File: config.mk
export PLATFORM = sky130hd
export DESIGN_NAME = cal_tod_counter
export DESIGN_NICKNAME = d
export VERILOG_FILES = /design/src/rtl/cal_pkg.sv /design/src/rtl/cal_month_len.sv /design/src/rtl/cal_advance.sv /design/src/rtl/cal_regfile.sv /design/src/rtl/cal_tod_counter.sv
export SDC_FILE = /design/constraint.sdc
export NUM_CORES = 1
export LEC_CHECK = 0
export BUFFER_PORTS_ARGS = -buffer_cell sky130_fd_sc_hd__buf_2
export CORE_MARGIN = 2
export CORE_UTILIZATION = 40
export DETAILED_ROUTE_END_ITERATION = 8
export GPL_TIMING_DRIVEN = 0
export SLEW_MARGIN = 20
export SYNTH_ARGS = -nofsm -noshare
export SYNTH_HDL_FRONTEND = slang
export SYNTH_HIERARCHICAL = 1
export SYNTH_SLANG_ARGS = --single-unit
export TNS_END_PERCENT = 50
File: constraint.sdc
create_clock -name clk -period 3.6 [get_ports clk]
set_clock_uncertainty 0.15 [all_clocks]
set_input_delay 0.18 -clock clk [delete_from_list [all_inputs] [get_ports clk]]
set_output_delay 0.18 -clock clk [all_outputs]
set_load 0.1 [all_outputs]
File: src/rtl/cal_pkg.sv
// Shared types and helpers for the calendar counter.
// Assumes every time field fits in FIELD_W bits, stored as a binary value.
package cal_pkg;
    localparam int FIELD_W    = 8;
    localparam int NUM_FIELDS = 7;

    // Field index order on the bus; the address of each word depends on it.
    localparam int IDX_YEAR = 0;
    localparam int IDX_MON  = 1;
    localparam int IDX_DOM  = 2;
    localparam int IDX_DOW  = 3;
    localparam int IDX_HOUR = 4;
    localparam int IDX_MIN  = 5;
    localparam int IDX_SEC  = 6;

    typedef logic [FIELD_W-1:0] fld_t;

    // Packed so that the year sits in the most significant byte (index 0).
    typedef struct packed {
        fld_t year;
        fld_t mon;
        fld_t dom;
        fld_t dow;
        fld_t hour;
        fld_t min;
        fld_t sec;
    } cal_time_t;

    localparam fld_t SEC_LAST   = 8'd59;
    localparam fld_t MIN_LAST   = 8'd59;
    localparam fld_t HOUR_LAST  = 8'd23;
    localparam fld_t DOW_LAST   = 8'd6;
    localparam fld_t MON_LAST   = 8'd12;
    localparam fld_t YEAR_LAST  = 8'd99;
    localparam fld_t ZERO_START = 8'd0;
    localparam fld_t ONE_START  = 8'd1;

    // Increment with wrap; values at or above the limit also wrap.
    function automatic fld_t bump(fld_t v, fld_t last, fld_t first);
        return (v >= last) ? first : fld_t'(v + 1'b1);
    endfunction

    // Value a field takes in reset.
    function automatic fld_t reset_value(int idx);
        case (idx)
            IDX_YEAR, IDX_MON, IDX_DOM: return ONE_START;
            default:                    return ZERO_START;
        endcase
    endfunction

    // Select a field from the packed time by its bus index.
    function automatic fld_t pick(cal_time_t t, int idx);
        case (idx)
            IDX_YEAR: return t.year;
            IDX_MON:  return t.mon;
            IDX_DOM:  return t.dom;
            IDX_DOW:  return t.dow;
            IDX_HOUR: return t.hour;
            IDX_MIN:  return t.min;
            default:  return t.sec;
        endcase
    endfunction
endpackage

File: src/rtl/cal_month_len.sv
// Last day of the month for a month and a two-digit year.
// Assumes: year 0 is a common year, and other multiples of 4 are leap years.
// An out-of-range month is given 31 days.
module cal_month_len
    import cal_pkg::*;
(
    input  fld_t year,
    input  fld_t mon,
    output fld_t last_day
);
    logic leap;

    // Leap-year test restricted to the two-digit year range.
    always_comb leap = (year != '0) && (year[1:0] == 2'b00);

    // Month length lookup.
    always_comb begin
        case (mon)
            8'd2:                    last_day = leap ? 8'd29 : 8'd28;
            8'd4, 8'd6, 8'd9, 8'd11: last_day = 8'd30;
            default:                 last_day = 8'd31;
        endcase
    end
endmodule

File: src/rtl/cal_advance.sv
// Combinational one-second step of the calendar, with the full carry chain.
// Assumes: the caller applies the result only on a tick.
// Fields above their limit wrap as if they were at the limit.
module cal_advance
    import cal_pkg::*;
(
    input  cal_time_t cur,
    output cal_time_t nxt
);
    fld_t last_day;
    logic wrap_sec, wrap_min, wrap_hour, wrap_dom, wrap_mon;

    cal_month_len u_len (
        .year     (cur.year),
        .mon      (cur.mon),
        .last_day (last_day)
    );

    // Carry chain: each stage wraps only when every lower stage wraps.
    always_comb begin
        wrap_sec  = cur.sec >= SEC_LAST;
        wrap_min  = wrap_sec  && (cur.min  >= MIN_LAST);
        wrap_hour = wrap_min  && (cur.hour >= HOUR_LAST);
        wrap_dom  = wrap_hour && (cur.dom  >= last_day);
        wrap_mon  = wrap_dom  && (cur.mon  >= MON_LAST);
    end

    // Next value of every field.
    always_comb begin
        nxt.sec  = bump(cur.sec, SEC_LAST, ZERO_START);
        nxt.min  = wrap_sec  ? bump(cur.min,  MIN_LAST,  ZERO_START) : cur.min;
        nxt.hour = wrap_min  ? bump(cur.hour, HOUR_LAST, ZERO_START) : cur.hour;
        nxt.dow  = wrap_hour ? bump(cur.dow,  DOW_LAST,  ZERO_START) : cur.dow;
        nxt.dom  = wrap_hour ? bump(cur.dom,  last_day,  ONE_START)  : cur.dom;
        nxt.mon  = wrap_dom  ? bump(cur.mon,  MON_LAST,  ONE_START)  : cur.mon;
        nxt.year = wrap_mon  ? bump(cur.year, YEAR_LAST, ZERO_START) : cur.year;
    end
endmodule

File: src/rtl/cal_regfile.sv
// Register file: seven field words, the control word and the read mux.
// Assumes: word-aligned byte addresses, a bus write takes precedence over the tick
// for the field it writes, and only bits FIELD_W-1:0 of a field word exist.
module cal_regfile
    import cal_pkg::*;
#(
    parameter int              ADDR_W    = 8,
    parameter int              DATA_W    = 32,
    parameter logic [ADDR_W-1:0] CTRL_ADDR = 8'h20,
    parameter logic [ADDR_W-1:0] TIME_BASE = 8'h40
) (
    input  logic              clk,
    input  logic              rst_n,
    input  logic              tick_en,
    input  logic              bus_we,
    input  logic [ADDR_W-1:0] bus_addr,
    input  logic [DATA_W-1:0] bus_wdata,
    input  cal_time_t         nxt,
    output cal_time_t         cur,
    output logic              stop,
    output logic [DATA_W-1:0] bus_rdata
);
    localparam int STRIDE = DATA_W / 8;

    logic [0:NUM_FIELDS-1][FIELD_W-1:0] fld_all;
    logic [NUM_FIELDS-1:0]              hit;
    logic                               ctrl_hit;
    logic                               adv;
    logic                               stop_q;
    logic                               unused_wdata;

    assign unused_wdata = ^bus_wdata[DATA_W-1:FIELD_W];
    assign ctrl_hit     = bus_addr == CTRL_ADDR;
    assign adv          = tick_en && !stop_q;

    for (genvar i = 0; i < NUM_FIELDS; i++) begin : g_fld
        localparam logic [ADDR_W-1:0] WORD_ADDR = TIME_BASE + ADDR_W'(STRIDE * i);
        localparam fld_t              RST_VAL   = reset_value(i);
        fld_t q;

        assign hit[i] = bus_addr == WORD_ADDR;

        // Field register: reset, then a bus write, then the tick step.
        always_ff @(posedge clk) begin
            if (!rst_n)                 q <= RST_VAL;
            else if (bus_we && hit[i])  q <= bus_wdata[FIELD_W-1:0];
            else if (adv)               q <= pick(nxt, i);
        end

        assign fld_all[i] = q;
    end

    // Halt bit of the control word.
    always_ff @(posedge clk) begin
        if (!rst_n)                  stop_q <= 1'b0;
        else if (bus_we && ctrl_hit) stop_q <= bus_wdata[0];
    end

    // Read mux: unmapped addresses return zero.
    always_comb begin
        bus_rdata = '0;
        if (ctrl_hit) bus_rdata[0] = stop_q;
        for (int i = 0; i < NUM_FIELDS; i++) begin
            if (hit[i]) bus_rdata[FIELD_W-1:0] = fld_all[i];
        end
    end

    assign cur  = cal_time_t'(fld_all);
    assign stop = stop_q;
endmodule

File: src/rtl/cal_tod_counter.sv
// Top of the calendar counter: joins the step logic to the register file.
// Assumes: tick_en is synchronous to clk and high for one cycle per second.
module cal_tod_counter
    import cal_pkg::*;
#(
    parameter int                ADDR_W    = 8,
    parameter int                DATA_W    = 32,
    parameter logic [ADDR_W-1:0] CTRL_ADDR = 8'h20,
    parameter logic [ADDR_W-1:0] TIME_BASE = 8'h40
) (
    input  logic              clk,
    input  logic              rst_n,
    input  logic              tick_en,
    input  logic              bus_we,
    input  logic [ADDR_W-1:0] bus_addr,
    input  logic [DATA_W-1:0] bus_wdata,
    output logic [DATA_W-1:0] bus_rdata
);
    cal_time_t time_q;
    cal_time_t time_nxt;
    logic      stop_q;

    cal_advance u_adv (
        .cur (time_q),
        .nxt (time_nxt)
    );

    cal_regfile #(
        .ADDR_W    (ADDR_W),
        .DATA_W    (DATA_W),
        .CTRL_ADDR (CTRL_ADDR),
        .TIME_BASE (TIME_BASE)
    ) u_regs (
        .clk       (clk),
        .rst_n     (rst_n),
        .tick_en   (tick_en),
        .bus_we    (bus_we),
        .bus_addr  (bus_addr),
        .bus_wdata (bus_wdata),
        .nxt       (time_nxt),
        .cur       (time_q),
        .stop      (stop_q),
        .bus_rdata (bus_rdata)
    );
endmodule

==> flow_summary.toml <==
[sta]
worst_slack_ns = 0.1201
finalCritPeriodShare_pct = 96.67
maxSlewHeadroom_pct = 56.79
hold_violations = 0
worstMarginPinSlew_ns = 0.6481
drv_slew = 0
rsz0062_at_grt = "false"
fin_crit_ns = 3.480
fmax_ghz = 0.2874
setup_viol = 0

[global_routing]
antenna_found_initial = 0
grt_use_met3_pct = 3.005
globalRouteMet1Util_pct = 33.62
grt_pass1_wl_um = 24210
grtUsageMet2_pct = 36.63
grt_max_degree = 12
grt_usage_pct = 23.63
grt-ovfl-total = 0
grt_pass1_vias = 4529
top_usage_layer = "met2"

[logic_synthesis]
synth_edf_count = 0
synth_area_per_cell_um2 = 8.272
ys_ff_latch = 57
synth_cells = 599
synth_warnings = 6
synth_ff_type = "dfxtp_1"
ys_top_cells_by_area = "dfxtp_1 23%, mux2i_1 10%, o211a_1 7.9%, nand2_1 5.6%, buf_4 5.0%"
netlist.area_leader.share_pct = 23.03
yosysSeqAreaShare_pct = 23.03
yosysTopAreaCell = "dfxtp_1"
syn_area_mm2 = 0.004955
yosys.cell_types.count = 69
async_flop_share_pct = 0

[floorplan]
die_width_um = 115.3
fp-row-count = 40
core-area_mm2 = 0.01206
pin_count = 76
die_area_mm2 = 0.01329
initial_core_util_pct = 41.08
fp.dieH_um = 115.3

[clocking]
insertion_delay_ns = 0.33
cts.htree.levels = 3
clkSinkCount = 57
clockBufferDepth = 2
cts_buffers = 9
cts_root_buf = "clkbuf_16"
tritoncts = "yes"
path_clk_slew_ns = 0.06

[critical_path]
required_ns = 3.64
critPathLaunchType = "flip-flop"
r2r_cells = 12
end_kind = "flip-flop"
crit_fanout = 9
critical_path_class = "flip-flop to flip-flop"
arrival_ns = 3.52

[placed_design]
routabilityCongestion = 0.9340
hpwl_um = 11310
dp_slack_ns = -0.1011
dpl-instance-area_mm2 = 0.005390
dp.cells = 819
numPortBuffers = 24

[detailed_routing]
vias_per_cell = 5.732
wl_per_cell_um = 18.40
detail-route-antenna-nets = 0
drc = 0
first_pass_iters = 5
drt_iter0_markers = 570
vias = 4803
wirelength_um = 15420

[cells_and_area]
antennaDiodeCount = 0
syn2layout_area_growth_pct = 16.62
nNetsFinal = 726
drive_above_1_share_pct = 21.94
fin_cells = 838
fillers = 1189
multiInputGateArea_mm2 = 0.003493
final-seq-area_mm2 = 0.001149
design_area_mm2 = 0.005778

[pwr]
vdd_drop_max_mv = 0.1888
leakagePower_uw = 0.002972
p_per_area_mw_per_mm2 = 323.1

[job]
cap_viol_max_count = 0

[hold_path]
hp-class = "primary input to flip-flop"
hold_depth = 2

[status]
status = "finished clean"
[per-layer routing]
layer | vias to the layer above | share of wire, %
met2 | 209 | 45
met5 | - | 0
met1 | 2270 | 45
li1 | 2295 | -
met4 | 0 | 2.7
met3 | 29 | 7.7
[critical path, cell delays in order, from the launching register on]
cell and delay [ns]:
dfxtp_1 0.41, or4_1 0.61, nor4_4 0.14, o21ai_1 0.11, ha_1 0.28, nand2b_1 0.14, a2111o_1 0.42, a31o_2 0.36
nor2_4 0.16, a21oi_1 0.08, mux2_2 0.27, mux2i_1 0.14, nand2_1 0.07
[cell usage after synthesis, drive strengths merged (16+ instances only)]
cell,number
and3,16
buf,54
dfxtp,57
ha,17
inv,16
mux2,20
mux2i,51
nand2,74
nand3,33
nor2,28
o211a,39
o21ai,42
[timing repair]
action                     in CTS  in global routing
buffers inserted                0                  3
pin swaps                       1                  2
setup endpoints to repair       3                 15
resized for setup               3                  9
hold buffers                    0                  0
[through the flow]
stage          power (µW)  hold slack [ns]  utilization (%)  setup TNS, ns
6_report             1867           0.1151            47.90              0
5_1_grt              1918           0.1237            47.90              0
4_1_cts              1872           0.1069            47.42              0
3_5_place_dp        947.0           0.4115            44.69        -0.2646
3_3_place_gp        945.0           0.3966            44.69        -0.1568
2_1_floorplan       888.3           0.1860                -              0
[flip-flops by register name, summed over array words and instances, names as in the netlist]
register        count
u_regs/g_fld.q     56
u_regs/stop         1
[worst paths after layout]
path / slack [ns] / start / to
worst max-delay path: 0.12 / u_regs/g_fld[0].q[3] / u_regs/g_fld[2].q[0]
worst min register to register: 0.43 / u_regs/stop / u_regs/stop
worst max register to register: 0.12 / u_regs/g_fld[0].q[3] / u_regs/g_fld[2].q[0]
worst min-delay path: 0.12 / bus_wdata[1] / u_regs/g_fld[4].q[1]
[power by group]
group | internal [µW] | switching [µW] | total (µW)
Sequential | 636 | 8.46 | 644
Combinational | 76.2 | 218 | 294
Clock | 608 | 321 | 929
Total | 1320 | 547 | 1870
[layout make-up]
class | instances | area share [%]
inverters | 16 | 1.039
well taps | 168 | 3.638
repair buffers | 27 | 2.469
flip-flops and latches | 57 | 19.88
clock inverters | 6 | 1.581
plain buffers | 66 | 6.973
multi-input cells | 488 | 60.46
clock buffers | 10 | 3.963
[placed cells by master, fill, tap and decap left out, types with 20 or more instances in the layout]
cell | synthesis | routed
nand2_1 | 74 | 74
dfxtp_1 | 57 | 53
mux2i_1 | 51 | 51
buf_2 | 20 | 43
o21ai_0 | 41 | 41
o211a_1 | 39 | 39
buf_4 | 33 | 36
nand3_1 | 32 | 32
conb_1 | 4 | 32
nor2_1 | 27 | 26
mux2_2 | 20 | 20
[cell families after synthesis]
kind of cell               Yosys count  share of synthesized area [%]
DFF                                 57                          23.03
muxes                               77                          17.58
buffers and inverters               82                          9.217
adders and majority gates           17                          4.293
and+or+nand+nor                    214                          22.48
AOI/OAI and AO/OA                  145                          22.58
xor gates and xnor gates             3                         0.5304
other                                4                         0.3029
(Power assumes the default switching activity.)
